**src/rtl/pfc_pkg.sv**
```systemverilog
`timescale 1ns/1ps
package pfc_pkg;
  typedef enum logic {CLS_RETRY, CLS_FATAL} stage_cls_e;

  function automatic stage_cls_e stage_class(input int s, input int mem_stage);
    return (s < mem_stage) ? CLS_RETRY : CLS_FATAL;
  endfunction
endpackage

```
**src/rtl/pfc_parity_enc.sv**
```systemverilog
`timescale 1ns/1ps
module pfc_parity_enc #(
  parameter int NUM_STAGES = 5,
  parameter int DATA_W     = 32
) (
  input  logic [NUM_STAGES*DATA_W-1:0] wr_data_i,
  output logic [NUM_STAGES-1:0]        par_o
);
  for (genvar s = 0; s < NUM_STAGES; s++) begin : g_enc
    assign par_o[s] = ^wr_data_i[s*DATA_W +: DATA_W];
  end
endmodule

```
**src/rtl/pfc_check_stage.sv**
```systemverilog
`timescale 1ns/1ps
module pfc_check_stage #(
  parameter int NUM_STAGES = 5,
  parameter int DATA_W     = 32,
  parameter int PC_W       = 32,
  parameter int MEM_STAGE  = 3
) (
  input  logic                         clk_i,
  input  logic                         rst_ni,
  input  logic                         squash_i,
  input  logic [NUM_STAGES*DATA_W-1:0] q_data_i,
  input  logic [NUM_STAGES-1:0]        q_par_i,
  input  logic [NUM_STAGES-1:0]        q_vld_i,
  input  logic [MEM_STAGE*PC_W-1:0]    q_pc_i,
  output logic [NUM_STAGES-1:0]        err_o,
  output logic [MEM_STAGE*PC_W-1:0]    pc_o
);
  logic [NUM_STAGES-1:0] syn;

  for (genvar s = 0; s < NUM_STAGES; s++) begin : g_syn
    assign syn[s] = q_vld_i[s] & (^{q_data_i[s*DATA_W +: DATA_W], q_par_i[s]});
  end

  // squashed instructions are not checked
  always_ff @(posedge clk_i or negedge rst_ni) begin
    if (!rst_ni) begin
      err_o <= '0;
      pc_o  <= '0;
    end else begin
      err_o <= squash_i ? '0 : syn;
      pc_o  <= q_pc_i;
    end
  end
endmodule

```
**src/rtl/pfc_flush_sel.sv**
```systemverilog
`timescale 1ns/1ps
module pfc_flush_sel
  import pfc_pkg::*;
#(
  parameter int NUM_STAGES = 5,
  parameter int PC_W       = 32,
  parameter int MEM_STAGE  = 3
) (
  input  logic [NUM_STAGES-1:0]     err_i,
  input  logic [MEM_STAGE*PC_W-1:0] pc_i,
  output logic                      flush_o,
  output logic [PC_W-1:0]           flush_pc_o,
  output logic                      fatal_now_o
);
  logic            retry_any;
  logic [PC_W-1:0] pc_sel;

  always_comb begin
    retry_any   = 1'b0;
    fatal_now_o = 1'b0;
    pc_sel      = '0;
    // ascending scan: the last hit is the oldest instruction
    for (int s = 0; s < NUM_STAGES; s++) begin
      if (err_i[s]) begin
        if (stage_class(s, MEM_STAGE) == CLS_RETRY) begin
          retry_any = 1'b1;
          pc_sel    = pc_i[s*PC_W +: PC_W];
        end else begin
          fatal_now_o = 1'b1;
        end
      end
    end
    flush_o    = retry_any & ~fatal_now_o;
    flush_pc_o = flush_o ? pc_sel : '0;
  end
endmodule

```
**src/rtl/pfc_err_track.sv**
```systemverilog
`timescale 1ns/1ps
module pfc_err_track #(
  parameter int CNT_W = 8
) (
  input  logic             clk_i,
  input  logic             rst_ni,
  input  logic             flush_i,
  input  logic             fatal_now_i,
  output logic             fatal_o,
  output logic [CNT_W-1:0] err_cnt_o
);
  localparam logic [CNT_W-1:0] CNT_MAX = {CNT_W{1'b1}};

  logic fatal_q;

  always_ff @(posedge clk_i or negedge rst_ni) begin
    if (!rst_ni) begin
      fatal_q   <= 1'b0;
      err_cnt_o <= '0;
    end else begin
      fatal_q <= fatal_q | fatal_now_i;
      if (flush_i && err_cnt_o != CNT_MAX) err_cnt_o <= err_cnt_o + 1'b1;
    end
  end

  assign fatal_o = fatal_q | fatal_now_i;
endmodule

```
**src/rtl/pp_flush_ctrl.sv**
```systemverilog
`timescale 1ns/1ps
module pp_flush_ctrl #(
  parameter int NUM_STAGES = 5,
  parameter int DATA_W     = 32,
  parameter int PC_W       = 32,
  parameter int MEM_STAGE  = 3,
  parameter int CNT_W      = 8
) (
  input  logic                         clk_i,
  input  logic                         rst_ni,
  input  logic [NUM_STAGES*DATA_W-1:0] wr_data_i,
  output logic [NUM_STAGES-1:0]        par_o,
  input  logic [NUM_STAGES*DATA_W-1:0] q_data_i,
  input  logic [NUM_STAGES-1:0]        q_par_i,
  input  logic [NUM_STAGES-1:0]        q_vld_i,
  input  logic [MEM_STAGE*PC_W-1:0]    q_pc_i,
  output logic                         flush_o,
  output logic [PC_W-1:0]              flush_pc_o,
  output logic                         fatal_o,
  output logic [CNT_W-1:0]             err_cnt_o
);
  logic [NUM_STAGES-1:0]     err_q;
  logic [MEM_STAGE*PC_W-1:0] pc_q;
  logic                      fatal_now;

  pfc_parity_enc #(.NUM_STAGES(NUM_STAGES), .DATA_W(DATA_W)) enc_i (
    .wr_data_i(wr_data_i),
    .par_o    (par_o)
  );

  pfc_check_stage #(
    .NUM_STAGES(NUM_STAGES), .DATA_W(DATA_W), .PC_W(PC_W), .MEM_STAGE(MEM_STAGE)
  ) chk_stage_i (
    .clk_i   (clk_i),
    .rst_ni  (rst_ni),
    .squash_i(flush_o),
    .q_data_i(q_data_i),
    .q_par_i (q_par_i),
    .q_vld_i (q_vld_i),
    .q_pc_i  (q_pc_i),
    .err_o   (err_q),
    .pc_o    (pc_q)
  );

  pfc_flush_sel #(.NUM_STAGES(NUM_STAGES), .PC_W(PC_W), .MEM_STAGE(MEM_STAGE)) sel_i (
    .err_i      (err_q),
    .pc_i       (pc_q),
    .flush_o    (flush_o),
    .flush_pc_o (flush_pc_o),
    .fatal_now_o(fatal_now)
  );

  pfc_err_track #(.CNT_W(CNT_W)) track_i (
    .clk_i      (clk_i),
    .rst_ni     (rst_ni),
    .flush_i    (flush_o),
    .fatal_now_i(fatal_now),
    .fatal_o    (fatal_o),
    .err_cnt_o  (err_cnt_o)
  );
endmodule

```
**config.mk**
```make
export PLATFORM = sky130hd
export DESIGN_NAME = pp_flush_ctrl
export DESIGN_NICKNAME = d
export VERILOG_FILES = /design/src/rtl/pfc_pkg.sv /design/src/rtl/pfc_parity_enc.sv /design/src/rtl/pfc_check_stage.sv /design/src/rtl/pfc_flush_sel.sv /design/src/rtl/pfc_err_track.sv /design/src/rtl/pp_flush_ctrl.sv
export SDC_FILE = /design/constraint.sdc
export NUM_CORES = 1
export LEC_CHECK = 0
export ABC_CLOCK_PERIOD_IN_PS = 2300
export BUFFER_PORTS_ARGS = -buffer_cell sky130_fd_sc_hd__buf_4
export CORE_AREA = 2 2 187 189
export DETAILED_ROUTE_END_ITERATION = 8
export DIE_AREA = 0 0 189 191
export SKIP_CTS_REPAIR_TIMING = 1
export SLEW_MARGIN = 20
export SYNTH_ARGS = -nofsm -noshare
export SYNTH_HDL_FRONTEND = slang
export SYNTH_SLANG_ARGS = --single-unit
```
**constraint.sdc**
```tcl
create_clock -name clk_i -period 2.3 [get_ports clk_i]
set_clock_uncertainty 0.05 [all_clocks]
set_input_delay 0.115 -clock clk_i [delete_from_list [all_inputs] [get_ports clk_i]]
set_output_delay 0.115 -clock clk_i [all_outputs]
set_load 0.01 [all_outputs]
```
# Word-level counts from Yosys, hierarchy flattened
# Index checks and enable logic that the tools add are counted.
[classes]
addsub = 1
eq_ne = 1
muxes = 10
bitwise = 8
n_reduce_logical = 11
[op_table]
columns = ["operator", "count"]
rows = [
  ["XOR reduction 33 bit", 5],
  ["XOR reduction 32 bit", 5],
  ["2-to-1 mux 32 bit", 4],
  ["adder 8 x 1 -> 8 bit, second input constant", 1],
  ["!= test 8 bit, second input constant", 1],
  ["AND 1 bit", 6],
  ["2-to-1 mux 1 bit", 5],
  ["2-to-1 mux 5 bit", 1],
  ["logical AND 1 bit", 1],
  ["inverter 1 bit", 1],
  ["OR 1 bit", 1],
]
[totals]
reg_bits = 110
input_bits = 428
output_inout_bits = 47

# Logic depth before layout (Yosys ltp)
# Gate-level depths: netlist of the first run.
[depth]
ltp_word = 5
mapped_depth = 8
mapped_depth_nobuf = 5

# Modules after synthesis
# From an unflattened synthesis of the first run, not the netlist that was laid out.
[unflattened]
cells_unflattened = 572
hier_area_um2 = 6794.0
[by_module_without_submodules]
columns = ["module", "instances", "cells_each", "area_per_inst_um2", "seq_area_each_um2"]
rows = [
  ["pfc_check_stage", 1, 261, 4066.4, 2527.4],
  ["pfc_parity_enc", 1, 155, 1357.6, 0.0],
  ["pfc_flush_sel", 1, 120, 922.1, 0.0],
  ["pfc_err_track", 1, 36, 447.9, 225.2],
]

# Worst setup path after synthesis of the first run
# No wires, ideal clock.
[synth_path]
path_type = "register to register"
start = "register track_i.err_cnt_o[3]"
end = "register track_i.err_cnt_o[1]"
arrival_time_ns = 1.485
required_ns = 2.125
setup_slack_ns = 0.640
stages_incl_launch_ff = 5
path_buffers = 0
period_less_slack_ns = 1.660
cell_sequence = "dfrtp_1 and3_1 and3_1 a31oi_2 mux2_2"
[synth_via]
elab_chain_cells = 2
[synth_rtl]
columns = ["element", "line", "rtl"]
rows = [
  ["start: declaration", "pfc_err_track.sv:10", "output logic [CNT_W-1:0] err_cnt_o"],
  ["start signal: assignment", "pfc_err_track.sv:22", "if (flush_i && err_cnt_o != CNT_MAX) err_cnt_o <= err_cnt_o + 1'b1;"],
  ["!= test 8 bit", "pfc_err_track.sv:22", ""],
  ["logical AND 1 bit", "pfc_err_track.sv:22", ""],
]
# Every way passes these cells.
# A chain may end at the register's enable or synchronous reset.

# Worst setup path in the final report of the first run
[layout_path]
start = "register chk_stage_i.err_o[1]"
end = "output port flush_pc_o[22]"
[layout_via]
elab_chain_cells = 4
elab_cells_between_ends = 6
[layout_rtl]
columns = ["element", "line", "rtl"]
rows = [
  ["start: declaration", "pfc_check_stage.sv:15", "output logic [NUM_STAGES-1:0] err_o,"],
  ["start signal: assignment", "pfc_check_stage.sv:30", "err_o <= squash_i ? '0 : syn;"],
  ["2-to-1 mux 1 bit (2 in series)", "pfc_flush_sel.sv:24", "if (err_i[s]) begin"],
  ["AND 1 bit", "pfc_flush_sel.sv:33", "flush_o = retry_any & ~fatal_now_o;"],
  ["2-to-1 mux 32 bit (*)", "pfc_flush_sel.sv:34", "flush_pc_o = flush_o ? pc_sel : '0;"],
  ["end: declaration", "pp_flush_ctrl.sv:18", "output logic [PC_W-1:0] flush_pc_o,"],
]
# Every way passes the cells marked *; elsewhere a longest branch is shown, timed or not.

==> metrics.md, run 1 <==
| Metric | Value |
|---|---|
| Final hold violations | 3 |
| PortBufs | between 400 and 500 |
| Die height | between 150 and 200 um |
| Switching Fraction | 0.3491 |
| YS warnings | 0 |
| CP Max Fanout | 21 |
| VDD IR max | between 0.4 and 0.5 mV |
| Ys flop type | dfrtp_1 |
| Pin count of the biggest net entering global routing | 65 |
| Boundary Pins | ~480 |
| Root buffer cell | clkbuf_16 |
| Worst min path class | in -> reg |
| Most numerous cell in the Yosys netlist | xnor2_1 |
| RSZ-0062 raised after global routing | no |
| Leak | about 5.4 nW |
| First-pass GRT wire length | 32480 um |
| Clock sinks | 110 |
| Gr usage total | 0.1162 |
| Routed Antenna Nets | 0 |
| Final period util | 0.9136 |
| Gr ovfl total | 0 |
| Inserted Clock Buffers | 9 |
| Core ar. | ~34000 um2 |
| Violated checks | negative hold slack |
| DP Worst Slack | ~520 ps |
| Crit start category | flip-flop |
| Area growth, synth to finish | 82.28% |
| Combinational Power Share | 0.534 |
| Final setup fails | 0 |
| Setup CP Type | reg -> out |
| H-tree Lvls | 3 |
| Net switching power | 2.789 mW |
| Synthesized cell area | 6580 um2 |
| Critical path arrival | about 1900 ps |
| Vias in the first global route | between 6000 and 7000 |
| Setup TNS | 0 ps |
| Async SR Flop Fraction | 1.000 |
| Max-cap violations | 0 |
| Final Max Slew Viols | 0 |
| Post-synth EDFFs | 0 |
| Final wirelength | 23290 um |
| Yosys top cell area share | 0.4183 |
| Synth Area per Inst | approximately 11 um2 |
| Max Clock Freq | 475.9 MHz |
| HPWL reported at the end of detailed placement | around 18000 um |
| Diodes inserted | 0 |
| First-iteration detailed-routing DRC count | 100 |
| Initial Utilization | 0.1929 |
| Vias | between 6000 and 7000 |
| RD Place Congestion | 0.7630 |
| CP Capture Type | output port |
| DR WL/cell | between 10 and 15 um |
| 1st-pass router iterations | 5 |
| Die Wd | roughly 190 um |
| Clk buf depth | 2 |
| Storage cell area | ~2800 um2 |
| Initial antenna violation count | 1 |
| Area leader, netlist | dfrtp_1 |
| Top post-synthesis cells by area | dfrtp_1, xnor2_1, a22oi_1 |
| DRC viols | 0 |
| Hold_ws | -9.781 ps |
| Rel. slew slack | 0.5444 |
| Slew @ Worst Pin | slightly below 700 ps |
| Flop pwr share | 0.277 |
| P per Cell Area | around 670 nW/um2 |
| Register area share after synthesis | 0.4183 |
| Cell-internal power | about 5.2 mW |
| CTS tree | yes |
| Setup ws final | 198.7 ps |
| Row count | between 60 and 70 |
| Synth Register Bits | 110 |
| Syn nets | 1025 |
| Status | finished, violations left |
| Mapped Cells | just under 600 |
| Die area | 36100 um2 |
| Top cells by count, synth | xnor2_1, dfrtp_1, nor2_1 |
| Reg clk slew, reported paths | roughly 70 ps |
| Final min period | between 2000 and 2500 ps |
| Critical Path RT | 2130 ps |
| Clock Latency Late Sink | around 350 ps |
| # fillers | between 3000 and 4000 |
| Final Net Count | approximately 1600 |
| Vias/cell | 3.858 |
| Yosys cell types | 26 |
| Multi-input logic area | 3747 um2 |
| Layout cells sized above 1 | 0.4334 |
| Clk network pwr share | 0.188 |
==> cells in the final DEF (no fill, tap or decap), drive strengths merged <==
cell / instances
buf: 481
dlygate4sd3: 98
mux2i: 5
or3b: 5
clkinvlp: 2
xor2: 22
a31oi: 1
inv: 3
nand2: 1
a22oi: 32
xnor3: 10
dfrtp: 110
clkbuf: 11
or3: 2
nand3: 8
and3: 2
xnor2: 275
clkinv: 1
mux2: 1
ha: 1
a211oi: 1
a21oi: 32
nor2b: 1
nor3: 1
nand4: 2
nor2: 64
==> power groups by stage <==
stage	Combinational, mW	Sequential (mW)	Clock (mW)
6_report	4.27	2.21	1.51
5_1_grt	4.66	2.24	1.63
4_1_cts	4.20	2.22	1.54
3_5_place_dp	4.17	2.25	0
3_3_place_gp	4.17	2.25	0
2_1_floorplan	2.39	2.24	0
==> sequential cells by signal, indices dropped and copies added (netlist names) <==
name / flops
chk_stage_i.err_o: 5
chk_stage_i.pc_o: 96
track_i.err_cnt_o: 8
track_i.fatal_q: 1
==> worst max-delay path: stages (launching register included) <==
cell and delay (ps):
dfrtp_1 390, buf_4 310, buf_4 280, a22oi_1 110, nor2_1 90, a21oi_1 50, nor2_1 180, buf_4 160
==> layout make-up <==
class	count	share of cell area
Clock buffer	11	0.02024
Clock inverter	5	0.003547
Inverter	1	0.0007302
Multi-Input combinational cell	466	0.3124
Sequential cell	110	0.2296
Tap cell	455	0.04747
Timing Repair Buffer	579	0.3860
==> per-layer routing <==
layer | track usage | up-vias | part of all wire
li1 | - | 3059 | -
met1 | 0.1225 | 2894 | 0.36
met2 | 0.2156 | 301 | 0.54
met3 | 0.04480 | 21 | 0.086
met4 | 0.03035 | 2 | 0.014
met5 | 0 | - | 0.00064
==> through the flow <==
step	power (mW)	hold slack [ps]	util	cells	instance area, um2
3_5_place_dp	6.426	153.4	0.3144	1513	10730
6_report	7.989	-9.781	0.3515	1627	11990
4_1_cts	7.956	-229.1	0.3228	1529	11010
2_1_floorplan	4.630	-230.6	-	596	6580
3_3_place_gp	6.415	149.3	0.3144	1513	10730
5_1_grt	8.526	0.1802	0.3515	1627	11990
==> final timing paths <==
path | start | end | slack, ps | depth (start not counted)
worst max-delay path | chk_stage_i.err_o[1] | flush_pc_o[22] | 200 | 7
worst min-delay path | q_vld_i[1] | chk_stage_i.err_o[1] | -10 | 3
worst max register to register | chk_stage_i.err_o[1] | track_i.err_cnt_o[1] | 550 | 4
worst min register to register | track_i.fatal_q | track_i.fatal_q | 440 | 1
max in group asynchronous | rst_ni | chk_stage_i.pc_o[30] | 1140 | 3
min in group asynchronous | rst_ni | chk_stage_i.pc_o[75] | 350 | 2
==> logic make-up after synthesis <==
group	Yosys count	synth area share
flip-flops	110	0.4183
buffers and inverters	20	0.01255
XOR/XNOR	307	0.4353
AO/OA/AOI/OAI	66	0.06465
adder cells (fa/ha/maj)	1	0.001901
AND/OR/NAND/NOR	86	0.05799
multiplexers	6	0.009318
Power figures use the tool's default switching activity.
==> inputs of run 2 (changes only) <==
Settings changed: ABC_AREA set to 1, CORE_AREA 2 2 187 189 to 2 2 183 185, DIE_AREA 0 0 189 191 to 0 0 185 187.
==> run 2 against run 1 <==
Compared with the run above:
- the run still ends with negative hold slack left
- fmax rose by 2.9%
- power fell by 6.1%
- register-to-register slack improved by 90 ps
- clock power rose by 5%
- worst setup slack improved by 59 ps
- core utilization rose by 10 points
- die area fell by 4.2%
- design area rose by 25%
- first-iteration DRC count rose to 3.0 times the previous value
- area after synthesis rose by 44%
- critical endpoint is now flush_pc_o[0]
- highest routed layer is now met4
==> metrics.md, run 2 <==
| Metric | Value |
|---|---|
| Final Net Count | 2619 (+64%) |
| VDD IR max | 0.3677 mV (-23%) |
| Hold endpoint | chk_stage_i.err_o[2] |
| Hold path cells | 4 (+1) |
| Pin count of the biggest net entering global routing | 111 (+71%) |
| Max FFs per register | 96 (unchanged) |
| Most frequent cells in the layout | nand2_1, buf_4, inv_1 |
| Vias/cell | 4.221 (+9.4%) |
| Reg2Reg Capture Point | track_i.err_cnt_o[7] |
| Die height | 187 um (-2.1%) |
| Die area | 34600 um2 (-4.2%) |
| RD Place Congestion | 0.8118 (+6.4%) |
| Routed Antenna Nets | 0 (unchanged) |
| DR WL/cell | 12.46 um (-13%) |
| Crit start category | flip-flop |
| H-tree Lvls | 3 (unchanged) |
| DRC viols | 0 (unchanged) |
| Slowest CP cell | dfrtp_1 |
| Root buffer cell | clkbuf_16 |
| Ys flop type | dfrtp_1 |
| Worst Reg2Reg Path Length in Cells | 8 (+4) |
| Register area share after synthesis | 0.2901 (-0.1282) |
| Core ar. | 32860 um2 (-3.7%) |
| Top cells by count, synth | nand2_1, inv_1, xnor2_1 |
| Clock sinks | 110 (unchanged) |
| Clock Latency Late Sink | 360 ps (about the same) |
| Layout cells sized above 1 | 0.2319 (-0.2016) |
| Final wirelength | 32960 um (+42%) |
| Most numerous cell in the Yosys netlist | nand2_1 |
| Critical Path RT | 2130 ps (about the same) |
| Row count | 67 (-1.5%) |
| Final hold violations | 1 (-2) |
| P per Cell Area | 502.2 nW/um2 (-25%) |
| Worst reg-to-reg setup slack | 640 ps (+90 ps) |
| YS warnings | 0 (unchanged) |
| Initial antenna violation count | 3 (+2) |
| Die Wd | 185 um (-2.1%) |
| CP Capture Type | output port |
| Max-cap violations | 0 (unchanged) |
| Final min period | 2042 ps (-58.90 ps) |
| Area growth, synth to finish | 57.40% |
| Final Max Slew Viols | 0 (unchanged) |
| First-pass GRT wire length | 49440 um (+52%) |
| Core Util, Final | 0.4545 (+0.1030) |
| Rel. slew slack | 0.6008 (+0.05641) |
| # fillers | 3336 (-1.1%) |
| 1st-pass router iterations | 5 (unchanged) |
| Design Area, Final | 14940 um2 (+25%) |
| Synth Area per Inst | 5.872 um2 (-47%) |
| Violated checks | negative hold slack |
| Setup TNS | 0 ps (unchanged) |
| Status | finished, violations left |
| Grt met2 use | 0.3408 (+0.1253) |
| Hold_ws | -8.580 ps (+1.201 ps) |
| CTS tree | yes |
| Reg clk slew, reported paths | 80 ps (about the same) |
| Most used routing layer | met2 |
| Largest regs | chk_stage_i.pc_o: 96 flops, track_i.err_cnt_o: 8 flops, chk_stage_i.err_o: 5 flops |
| Leak | 8.622 nW (+61%) |
| CP Max Fanout | 22 (+4.8%) |
| Vias | 11170 (+78%) |
| Commonest non-fill, non-tap cell in the layout | nand2_1 |
| Clk buf depth | 2 (unchanged) |
| Area leader, netlist | nand2_1 |
| Slowest stage delay, CP | 380 ps (about the same) |
| Placed inst area | 13620 um2 (+27%) |
| First-iteration detailed-routing DRC count | 295 (+200%) |
| PortBufs | 474 (unchanged) |
| RSZ-0062 raised after global routing | no |
| R2r startpoint | track_i.err_cnt_o[0] |
| Synth Register Bits | 110 (unchanged) |
| Yosys cell types | 22 (-15%) |
| Yosys top cell area share | 0.3782 (-0.04017) |
| Worst min path class | in -> reg |
| Vias in the first global route | 10300 (+65%) |
| Slew @ Worst Pin | 598.8 ps (-84.62 ps) |
| Async SR Flop Fraction | 1.000 (unchanged) |
| Grt met3 use | 0.05004 (+0.005244) |
| Max Clock Freq | 489.6 MHz (+2.9%) |
| Hold Startpoint | q_data_i[95] |
| Gr ovfl total | 0 (unchanged) |
| CP startpoint | chk_stage_i.err_o[4] |
| Crit-path cells | nor2_2 -> nand2_4 -> inv_4 -> buf_12 -> o21ai_0 -> a21oi_1 -> buf_4 |
| Final setup fails | 0 (unchanged) |
| Inserted Clock Buffers | 9 (unchanged) |
| HPWL reported at the end of detailed placement | 26930 um (+47%) |
| Critical path arrival | 1880 ps (-60 ps) |
| Initial Utilization | 0.2888 (+0.09590) |
| Largest Register | chk_stage_i.pc_o |
| Setup CP Type | reg -> out |
| Tot Pwr | 7.500 mW (-6.1%) |
| Setup ws final | 257.6 ps (+58.90 ps) |
| Post-synth EDFFs | 0 (unchanged) |
| DP Worst Slack | 327.7 ps (-195.5 ps) |
| Top post-synthesis cells by area | nand2_1, dfrtp_1, xnor2_1 |
| Boundary Pins | 475 (unchanged) |
| Mapped Cells | 1616 (+170%) |
| Synthesized cell area | 9489 um2 (+44%) |
| Syn nets | 2045 (+100%) |
| Final period util | 0.8880 (-0.02561) |
| Met1 Use GR | 0.1978 (+0.07532) |
| Gr usage total | 0.1816 (+0.06539) |
## run 2: how the worst max path moves through the flow
stage                                       to  slack [ps]  cells after the start
after floorplan           track_i.err_cnt_o[7]         700                      8
after global placement          flush_pc_o[20]         360                      8
final                            flush_pc_o[0]         260                      7
after CTS                       flush_pc_o[20]         -90                      8
after detailed placement        flush_pc_o[16]         330                      8
after global routing            flush_pc_o[16]         140                      7
## run 2: cells by family after synthesis
| kind of cell | Yosys count | share of synthesized area |
|---|---|---|
| DFF | 110 | 0.2901 |
| muxes | 1 | 0.001187 |
| AOI/OAI and AO/OA | 102 | 0.05551 |
| xor gates and xnor gates | 167 | 0.1541 |
| buffers and inverters | 218 | 0.08782 |
| adders and majority gates | 1 | 0.001318 |
| and+or+nand+nor | 1017 | 0.4099 |
## run 2: final cells by class
class	instances	area, um2	area share
Multi-Input combinational cell	1288	5911	0.3957
Antenna cell	3	7.507	0.0005026
Sequential cell	110	2755	0.1845
Timing Repair Buffer	581	4649	0.3113
Clock inverter	7	71.32	0.004775
Inverter	200	755.7	0.05060
Tap cell	448	560.5	0.03753
Clock buffer	9	225.2	0.01508
## run 2: worst max-delay path: cells and delay by family (launching register included)
family / cells / cell delay (ps)
flip-flops: 1 / 380
AO/OA/AOI/OAI: 2 / 300
buffers and inverters: 3 / 560
AND/OR/NAND/NOR: 2 / 260
## run 2: power by group
group / leakage [nW] / internal (mW) / total [mW] / switching, mW
combinational: 7.19 / 1.78 / 3.73 / 1.95
sequential: 1.29 / 2.08 / 2.18 / 0.103
clock: 0.145 / 0.771 / 1.58 / 0.813
total: 8.62 / 4.63 / 7.50 / 2.87
## run 2: metrics by stage
stage	hold WS, ps	std cells
floorplan	-230.6	1616
global placement	174.6	2526
detailed placement	175.4	2526
CTS	-216.4	2542
global route	14.61	2646
finish	-8.580	2646
## run 2: metal layers
metal,part of all wire,vias to the layer above
met2,0.51,317
met3,0.072,40
met5,0,-
li1,-,5940
met4,0.021,0
met1,0.40,4873
